<file path="config.mk">
export PLATFORM = sky130hd
export DESIGN_NAME = cursor_overlay
export DESIGN_NICKNAME = d
export VERILOG_FILES = /design/src/rtl/curs_ovl_pkg.sv /design/src/rtl/cursor_pattern_store.sv /design/src/rtl/cursor_seek_fsm.sv /design/src/rtl/cursor_fine_shift.sv /design/src/rtl/cursor_overlay.sv
export SDC_FILE = /design/constraint.sdc
export NUM_CORES = 1
export LEC_CHECK = 0
export BUFFER_PORTS_ARGS = -buffer_cell sky130_fd_sc_hd__buf_4
export CAP_MARGIN = 25
export CORE_UTILIZATION = 60
export CTS_CLUSTER_DIAMETER = 40
export CTS_CLUSTER_SIZE = 12
export DETAILED_ROUTE_END_ITERATION = 10
export PLACE_DENSITY = 0.76
export SYNTH_ARGS = -nofsm -noshare
export SYNTH_HDL_FRONTEND = slang
export SYNTH_SLANG_ARGS = --single-unit
</file>
<file path="constraint.sdc">
create_clock -name clk -period 4.16 [get_ports clk]
set_input_delay 0 -clock clk [delete_from_list [all_inputs] [get_ports clk]]
set_output_delay 0 -clock clk [all_outputs]
set_load 0.02 [all_outputs]
</file>
<file path="src/rtl/curs_ovl_pkg.sv">
package curs_ovl_pkg;
    typedef enum logic [1:0] {
        ST_DONE  = 2'd0,
        ST_SEEK  = 2'd1,
        ST_SHOW  = 2'd2,
        ST_DRAIN = 2'd3
    } curs_state_e;
endpackage

</file>
<file path="src/rtl/cursor_pattern_store.sv">
module cursor_pattern_store #(
    parameter int NIB_W  = 4,
    parameter int ADDR_W = 8
) (
    input  logic              clk,
    input  logic              we,
    input  logic [ADDR_W-1:0] waddr,
    input  logic [NIB_W-1:0]  wdata,
    input  logic [ADDR_W-1:0] raddr,
    output logic [NIB_W-1:0]  rdata
);
    localparam int DEPTH = 1 << ADDR_W;

    logic [NIB_W-1:0] mem [DEPTH];

    // write at the edge; the read below sees contents before the edge
    always_ff @(posedge clk) begin
        if (we) begin
            mem[waddr] <= wdata;
        end
    end

    assign rdata = mem[raddr];
endmodule

</file>
<file path="src/rtl/cursor_seek_fsm.sv">
module cursor_seek_fsm
    import curs_ovl_pkg::*;
#(
    parameter int SEG_W = 5,
    parameter int IDX_W = 3,
    parameter int CNT_W = 8
) (
    input  logic                   clk,
    input  logic                   rst_n,
    input  logic                   ctrl_phase,
    input  logic                   ld_en,
    input  logic [SEG_W-1:0]       ld_seg,
    input  logic [CNT_W-1:0]       ld_cnt,
    output logic                   emit,
    output logic                   drain,
    output logic                   act_en,
    output logic [SEG_W+IDX_W-1:0] rd_addr
);
    localparam int SEG_NIBS = 1 << IDX_W;
    localparam int EC_W     = IDX_W + 2;

    curs_state_e      state, state_nx;
    logic [CNT_W-1:0] pos_cnt;
    logic [SEG_W-1:0] act_seg;
    logic             in_win;
    logic             last_nib;

    assign in_win   = (pos_cnt[CNT_W-1:IDX_W] == '0);
    assign last_nib = (pos_cnt[IDX_W-1:0] == '1);

    // state register
    always_ff @(posedge clk) begin
        if (!rst_n) begin
            state <= ST_DONE;
        end else begin
            state <= state_nx;
        end
    end

    // position counter and active copy of the control word
    always_ff @(posedge clk) begin
        if (!rst_n) begin
            pos_cnt <= '0;
            act_seg <= '0;
            act_en  <= 1'b0;
        end else if (ctrl_phase) begin
            pos_cnt <= ld_cnt;
            act_seg <= ld_seg;
            act_en  <= ld_en;
        end else begin
            pos_cnt <= pos_cnt + 1'b1;
        end
    end

    // next state
    always_comb begin
        state_nx = state;
        if (ctrl_phase) begin
            state_nx = ld_en ? ST_SEEK : ST_DONE;
        end else begin
            unique case (state)
                ST_SEEK:  if (in_win) state_nx = last_nib ? ST_DRAIN : ST_SHOW;
                ST_SHOW:  if (last_nib) state_nx = ST_DRAIN;
                ST_DRAIN: state_nx = ST_DONE;
                ST_DONE:  state_nx = ST_DONE;
                default:  state_nx = ST_DONE;
            endcase
        end
    end

    // outputs
    always_comb begin
        emit  = 1'b0;
        drain = 1'b0;
        if (!ctrl_phase) begin
            unique case (state)
                ST_SEEK:  emit  = in_win;
                ST_SHOW:  emit  = 1'b1;
                ST_DRAIN: drain = 1'b1;
                ST_DONE:  emit  = 1'b0;
                default:  emit  = 1'b0;
            endcase
        end
    end

    assign rd_addr = {act_seg, pos_cnt[IDX_W-1:0]};

    // emissions since the last control phase, used only by the checks
    logic [EC_W-1:0] emit_cnt;
    always_ff @(posedge clk) begin
        if (!rst_n || ctrl_phase) begin
            emit_cnt <= '0;
        end else if (emit && emit_cnt != '1) begin
            emit_cnt <= emit_cnt + 1'b1;
        end
    end

    // no line ever emits more than one row of nibbles
    assert_window_len_R4: assert property (@(posedge clk) disable iff (!rst_n)
        emit_cnt <= EC_W'(SEG_NIBS));

    // once showing, the counter stays inside the window
    assert_show_in_window_R4: assert property (@(posedge clk) disable iff (!rst_n)
        (state == ST_SHOW && !ctrl_phase) |-> in_win);

    // a disabled line never reads the pattern store
    assert_disabled_no_emit_R5: assert property (@(posedge clk) disable iff (!rst_n)
        !act_en |-> !emit);
endmodule

</file>
<file path="src/rtl/cursor_fine_shift.sv">
module cursor_fine_shift #(
    parameter int NIB_W = 4,
    parameter int SH_W  = 2
) (
    input  logic             clk,
    input  logic             rst_n,
    input  logic             clear,
    input  logic             emit,
    input  logic             drain,
    input  logic [NIB_W-1:0] pat,
    input  logic [SH_W-1:0]  shift,
    output logic [NIB_W-1:0] cur
);
    logic [2*NIB_W-1:0] wide;
    logic [NIB_W-1:0]   carry;

    assign wide = {{NIB_W{1'b0}}, pat} << shift;

    always_comb begin
        cur = '0;
        if (!clear) begin
            if (emit) begin
                cur = wide[NIB_W-1:0] | carry;
            end else if (drain) begin
                cur = carry;
            end
        end
    end

    always_ff @(posedge clk) begin
        if (!rst_n || clear) begin
            carry <= '0;
        end else begin
            carry <= emit ? wide[2*NIB_W-1:NIB_W] : '0;
        end
    end

    // spilled bits can only exist when a non-zero shift is active
    assert_carry_needs_shift_R6: assert property (@(posedge clk) disable iff (!rst_n)
        (carry != '0) |-> (shift != '0));

    // nothing is emitted while the control phase is active
    assert_ctrl_blank_R9: assert property (@(posedge clk) disable iff (!rst_n)
        clear |-> (cur == '0));
endmodule

</file>
<file path="src/rtl/cursor_overlay.sv">
module cursor_overlay #(
    parameter int NIB_W = 4,
    parameter int SEG_W = 5,
    parameter int IDX_W = 3,
    parameter int POS_W = 10
) (
    input  logic                          clk,
    input  logic                          rst_n,
    input  logic                          ctl_wr,
    input  logic [SEG_W+POS_W:0]          ctl_word,
    input  logic                          ctrl_phase,
    input  logic                          pat_we,
    input  logic [SEG_W+IDX_W-1:0]        pat_addr,
    input  logic [NIB_W-1:0]              pat_wdata,
    input  logic [NIB_W-1:0]              vid_in,
    input  logic                          bg_pol,
    output logic [NIB_W-1:0]              vid_out
);
    localparam int SH_W   = $clog2(NIB_W);
    localparam int CNT_W  = POS_W - SH_W;
    localparam int ADDR_W = SEG_W + IDX_W;
    localparam int CW     = SEG_W + 1 + POS_W;
    localparam int EN_BIT = SEG_W;
    localparam int SH_LSB = SEG_W + 1;

    logic [CW-1:0]     hold_word;
    logic [SH_W-1:0]   act_shift;
    logic              emit, drain, act_en;
    logic [ADDR_W-1:0] rd_addr;
    logic [NIB_W-1:0]  pat_rd;
    logic [NIB_W-1:0]  cur_nib;

    always_ff @(posedge clk) begin
        if (!rst_n) begin
            hold_word <= '0;
        end else if (ctl_wr) begin
            hold_word <= ctl_word;
        end
    end

    always_ff @(posedge clk) begin
        if (!rst_n) begin
            act_shift <= '0;
        end else if (ctrl_phase) begin
            act_shift <= hold_word[SH_LSB +: SH_W];
        end
    end

    cursor_pattern_store #(.NIB_W(NIB_W), .ADDR_W(ADDR_W)) u_store (
        .clk   (clk),
        .we    (pat_we),
        .waddr (pat_addr),
        .wdata (pat_wdata),
        .raddr (rd_addr),
        .rdata (pat_rd)
    );

    cursor_seek_fsm #(.SEG_W(SEG_W), .IDX_W(IDX_W), .CNT_W(CNT_W)) u_seek (
        .clk        (clk),
        .rst_n      (rst_n),
        .ctrl_phase (ctrl_phase),
        .ld_en      (hold_word[EN_BIT]),
        .ld_seg     (hold_word[SEG_W-1:0]),
        .ld_cnt     (hold_word[CW-1 -: CNT_W]),
        .emit       (emit),
        .drain      (drain),
        .act_en     (act_en),
        .rd_addr    (rd_addr)
    );

    cursor_fine_shift #(.NIB_W(NIB_W), .SH_W(SH_W)) u_shift (
        .clk   (clk),
        .rst_n (rst_n),
        .clear (ctrl_phase),
        .emit  (emit),
        .drain (drain),
        .pat   (pat_rd),
        .shift (act_shift),
        .cur   (cur_nib)
    );

    // mixing stage: OR before polarity, one nibble of latency
    always_ff @(posedge clk) begin
        if (!rst_n) begin
            vid_out <= '0;
        end else begin
            vid_out <= (vid_in | cur_nib) ^ {NIB_W{~bg_pol}};
        end
    end

    // a line loaded with the enable clear contributes no cursor bits
    assert_quiet_when_off_R5: assert property (@(posedge clk) disable iff (!rst_n)
        !act_en |-> (cur_nib == '0));

    // the output holds 0 on the first cycle after reset
    assert_reset_out_R1: assert property (@(posedge clk)
        $past(!rst_n) |-> (vid_out == '0));
endmodule

</file>
After elaboration in Yosys (flattened, before gate mapping)
Memory sizes are Yosys's and may differ from the RTL's.
Cells that the tools add are included.
{"block": "word_totals", "regBits": 41, "mem_bits_rw": 1024, "input_bits": 38, "word_cells": 44, "n_memories": 1}
{"block": "classes", "addsub": 1, "n_eq_ne": 6, "shifts": 1, "n_mux": 16, "n_bitwise": 5, "n_reduce_logical": 7}
{"memory": "u_store.mem", "words": 256, "width": 4, "read_ports": 1, "rd_ports_with_merged_regs": 0, "wr": 1, "line_no": "cursor_pattern_store.sv:14", "source": "logic [NIB_W-1:0] mem [DEPTH];"}
{"operator": "$mux W4", "n": 3}
{"operator": "$add A8 B1 Y8 const B", "n": 1}
{"operator": "$mux W8", "n": 1}
{"operator": "$or A4 B4 Y4", "n": 2}
{"operator": "$shl A4 B2 Y8", "n": 1}
{"operator": "$mux W1", "n": 7}
{"operator": "$mux W2", "n": 3}
{"operator": "$ne A3 B2 Y1 const B", "n": 2}
{"operator": "$pmux W2 S3", "n": 1}
{"operator": "$logic_not A5 Y1", "n": 1}
{"operator": "$eq A2 B2 Y1 const B", "n": 2}
{"operator": "$reduce_or A2 Y1", "n": 2}
{"operator": "$xor A4 B4 Y4", "n": 1}
{"operator": "$eq A3 B3 Y1 const B", "n": 1}
{"operator": "$eq A2 B1 Y1 const B", "n": 1}
{"operator": "$logic_not A2 Y1", "n": 1}
{"operator": "$not A1 Y1", "n": 2}
{"operator": "$pmux W1 S2", "n": 1}
{"operator": "$reduce_and A2 Y1", "n": 1}
{"operator": "$logic_not A1 Y1", "n": 1}
{"operator": "$logic_or A1 B1 Y1", "n": 1}

Longest topological paths before layout
{"block": "depth", "depth_word": 8, "ltp_mapped": 14, "ltp_nobuf": 9}

Cells and area by module
A second synthesis with hierarchy kept.
{"block": "unflattened", "cells_unflattened": 2238, "area_unflattened_um2": 42509.5}
{"mod": "cursor_pattern_store", "n_inst": 1, "cells_each": 2047, "area_each_um2": 40595.2, "seq_area_each_um2": 30749.5}
{"mod": "cursor_seek_fsm", "n_inst": 1, "cells_each": 89, "area_each_um2": 848.3, "seq_area_each_um2": 320.3}
{"mod": "cursor_overlay", "n_inst": 1, "cells_each": 72, "area_each_um2": 839.6, "seq_area_each_um2": 440.4}
{"mod": "cursor_fine_shift", "n_inst": 1, "cells_each": 30, "area_each_um2": 226.5, "seq_area_each_um2": 60.1}

Least setup slack after synthesis
Ideal clock, no wire load.
{"block": "synth_timing", "path_type": "register to register", "from": "register u_seek.pos_cnt[0]", "to": "register vid_out[3]", "setup_time_ns": 0.127, "t_arrival_ns": 2.686, "required_time_ns": 4.033, "slack_ns": 1.347, "path_stages_with_launch": 13, "path_buffers": 3, "path_cell_list": "dfxtp_1 buf_6 buf_12 buf_6 mux4_2 a22oi_1 nand2_1 a2111oi_4 a21oi_2 nand3_1 o211ai_1 nand3_1 or3b_1"}
{"block": "synth_via", "elab_chain_cells": 7}
{"item": "start, declared", "line_no": "cursor_seek_fsm.sv:23", "source": "logic [CNT_W-1:0] pos_cnt;"}
{"item": "start signal, assigned", "line_no": "cursor_seek_fsm.sv:47", "source": "pos_cnt <= ld_cnt;"}
{"item": "start signal, assigned", "line_no": "cursor_seek_fsm.sv:51", "source": "pos_cnt <= pos_cnt + 1'b1;"}
{"item": "$mem_v2 Z256 W4"}
{"item": "$shl A4 B2 Y8", "line_no": "cursor_fine_shift.sv:17", "source": "assign wide = {{NIB_W{1'b0}}, pat} << shift;"}
{"item": "$or A4 B4 Y4", "line_no": "cursor_fine_shift.sv:23", "source": "cur = wide[NIB_W-1:0] | carry;"}
{"item": "$mux W4", "line_no": "cursor_fine_shift.sv:22", "source": "if (emit) begin"}
{"item": "$mux W4", "line_no": "cursor_fine_shift.sv:21", "source": "if (!clear) begin"}
{"item": "$or A4 B4 Y4", "line_no": "cursor_overlay.sv:87", "source": "vid_out <= (vid_in | cur_nib) ^ {NIB_W{~bg_pol}};"}
{"item": "$xor A4 B4 Y4", "line_no": "cursor_overlay.sv:87"}
{"item": "end signal, assigned", "line_no": "cursor_overlay.sv:87"}
{"item": "end, declared", "line_no": "cursor_overlay.sv:17", "source": "output logic [NIB_W-1:0] vid_out"}
Every way passes these cells.
A chain may end at the register's enable or synchronous reset.

Worst setup path in the final report
{"block": "layout_timing", "from": "register u_seek.pos_cnt[1]", "to": "register vid_out[3]"}
The elaborated chain is that of the path after synthesis.

==> results.cfg <==
[cells_and_area]
final_common_cell = edfxtp_1
fin_nets = 2480
drive_gt1_share_pct = 21.6
design_area_sq_um = 48600
layout_common_cells = 1,024 x edfxtp_1, 278 x nor2_1, 222 x mux4_2
syn2layout_area_growth_pct = 14.0
fillers = 4234

[worst_hold_path]
hp-class = in2reg

[worst_setup_path]
reg2reg_from = u_seek.pos_cnt[1]
critPathKind = reg2reg
cp.arrival_ns = 4.51
end_kind = register
reg2reg_depth = 10
r2r_end = vid_out[3]
startpoint_type = register
crit_path_end = vid_out[3]
startpoint = u_seek.pos_cnt[1]
rrSetupSlack_ns = 0.22
worstPathRequired_ns = 4.73
path_max_fanout = 48

[yosys]
synth_edf_count = 1024
syn_nets = 2328
synth_cell_types = 71
syn_inst = 2284
syn-cell-area_sq_um = 42600
syn_area_per_cell_sq_um = 18.6
synth_top_area_cell = edfxtp_1
ys_warn_count = 0
ys_top_cells_by_area = edfxtp_1 72%, mux4_2 12%, nor2_1 2.4%
seq_area_frac_synth_pct = 74.1
synthArstFlopShare_pct = 0
synth-seq-cells = 1064
yosysTopAreaCellShare_pct = 72.2
ys.flop_type = edfxtp_1

[timing]
skew_ns = 0.0334
slew_violations = 0
tightest_slew_ns = 1.06
final_hold_viol_count = 0
clock.fmax_mhz = 254
slew_headroom_pct = 29.4
fin_crit_sh_pct = 94.8
hold_ws_ns = 0.0872
rsz0062_at_grt = no
fin_tns_setup_ns = 0
min_period_ns = 3.94
finalSetupViolCount = 0

[clock_network]
cts_sinks = 1064
post-cts-setup-buffer-count = 0
clockRootBuffer = clkbuf_16
clock_latency_ns = 0.69
cts_tree = done
clkTransAtPathRegs_ns = 0.06
h-tree-depth = 3
numCtsBuffers = 121
clock_path_buffers = 3

[drt]
wire_per_inst_microns = 30.6
via_per_inst = 6.71
ant_nets = 0
remaining_drc_errors = 0
drt_iter0_drc = 3304
first_pass_iters = 6
routed_wirelength_microns = 106000
num_vias = 23300

[placed_design]
place_area_sq_um = 43900
gp_congestion = 0.968
dp_hpwl_microns = 64600
io_buffers = 41

[die]
rows = 97
dieHeight_microns = 268
io_pins = 42
coreArea_sq_um = 70100
fp.dieArea_sq_um = 72100
die_x_microns = 268
start_util_pct = 60.7

[pwr]
power_density_nw_per_um2 = 486
p_leak_nw = 14.9
vdd_drop_max_mv = 0.485
total_power_mw = 23.6

[global_route]
grt_max_degree = 137
grt_usage_pct = 30.2
grt_pass1_vias = 23500
antenna_found_initial = 3
grt_pass1_wl_microns = 155000
gr-total-overflow = 0

[outcome]
run_status = finished, final reports clean

[run]
maxCapViolCount = 0
[registers in the layout, indices dropped and copies added, names as in the netlist]
signal,cells
u_shift.carry,3
u_seek.pos_cnt,8
vid_out,4
u_store.mem,1024
u_seek.act_seg,5
u_seek.state,2
hold_word,16
act_shift,2
[synthesized netlist by cell type, drive strengths merged (11+ instances only)]
cell type	number
mux2	12
buf	77
clkbuf	68
nand2	52
nor2b	45
mux4	222
a22oi	73
nand2b	12
a22o	11
mux2i	101
nor2	278
a21oi	51
edfxtp	1024
dfxtp	40
and2	11
o21ai	25
nand4	13
nand3	39
nor3	12
[worst min path at each step]
stage                       startpoint                  end  slack, ns  depth (start not counted)
after floorplan           pat_wdata[0]    u_store.mem[0][0]        0.1                          0
after global placement     ctl_word[0]         hold_word[0]       0.26                          3
after detailed placement   ctl_word[0]         hold_word[0]       0.26                          3
after CTS                    vid_in[1]           vid_out[1]       0.19                          5
after global routing       pat_addr[4]  u_store.mem[242][3]       0.09                          4
final                      pat_addr[4]  u_store.mem[242][1]       0.09                          4
[power by group]
part / leakage (nW) / total [mW] / switching, mW / internal [mW]
registers: 9.53 / 11.8 / 0.0499 / 11.8
logic: 3.52 / 1.29 / 0.766 / 0.521
clock network: 1.88 / 10.5 / 4.29 / 6.18
total: 14.9 / 23.6 / 5.11 / 18.5
[worst max-delay path: stages, from the launching register on]
cell and delay [ns]:
dfxtp_4 0.73, buf_12 0.36, buf_12 0.28, mux4_2 0.36, a22oi_1 0.20, a21boi_0 0.18
nor4_2 0.67, a211o_1 0.37, o211ai_1 0.16, nand3_1 0.09, or3b_1 0.34
[layout make-up]
| type | instances | area, sq um | area share [%] |
|---|---|---|---|
| Clock inverter | 71 | 812 | 1.67 |
| Clock buffer | 141 | 3160 | 6.50 |
| Sequential cell | 1064 | 31600 | 65.0 |
| Multi-Input combinational cell | 1066 | 10100 | 20.9 |
| Tap cell | 940 | 1180 | 2.42 |
| Antenna cell | 2 | 5.00 | 0.0103 |
| Inverter | 9 | 33.8 | 0.0696 |
| Timing Repair Buffer | 174 | 1680 | 3.47 |
[stage by stage]
step	util (%)	instances	setup slack, ns
2_1_floorplan	-	2284	1.35
3_5_place_dp	62.6	3185	0.261
6_report	69.2	3467	0.216
5_1_grt	69.2	3466	0.189
4_1_cts	69.2	3464	0.258
3_3_place_gp	62.6	3185	0.305
[what timing repair did]
action                                 in CTS  in global routing
setup endpoints to repair                   0                  1
hold buffers                               67                  0
endpoints found under the hold margin     396                  0
gates resized for setup                     0                  1
[kinds of logic (layout without fill, tap and decap cells)]
kind of cell / after synthesis / in the layout / share of synthesized area [%]
AO/OA/AOI/OAI: 224 / 224 / 3.66
XOR/XNOR: 6 / 6 / 0.123
adder cells (fa/ha/maj): 6 / 6 / 0.176
buffers and inverters: 154 / 395 / 2.26
flip-flops: 1064 / 1064 / 74.1
multiplexers: 335 / 335 / 14.4
other: 0 / 2 / 0
AND/OR/NAND/NOR: 495 / 495 / 5.28
[metal layers]
metal	wire length [microns]	part of all wire, %	track usage [%]	vias to the layer above
met5	23	0.022	0	-
met4	4540	4.3	12.2	4
met3	11700	11	7.40	280
met2	51100	48	47.7	1549
met1	38800	37	40.9	11900
li1	-	-	-	9505
No activity file was read; power rests on OpenSTA's default activity.
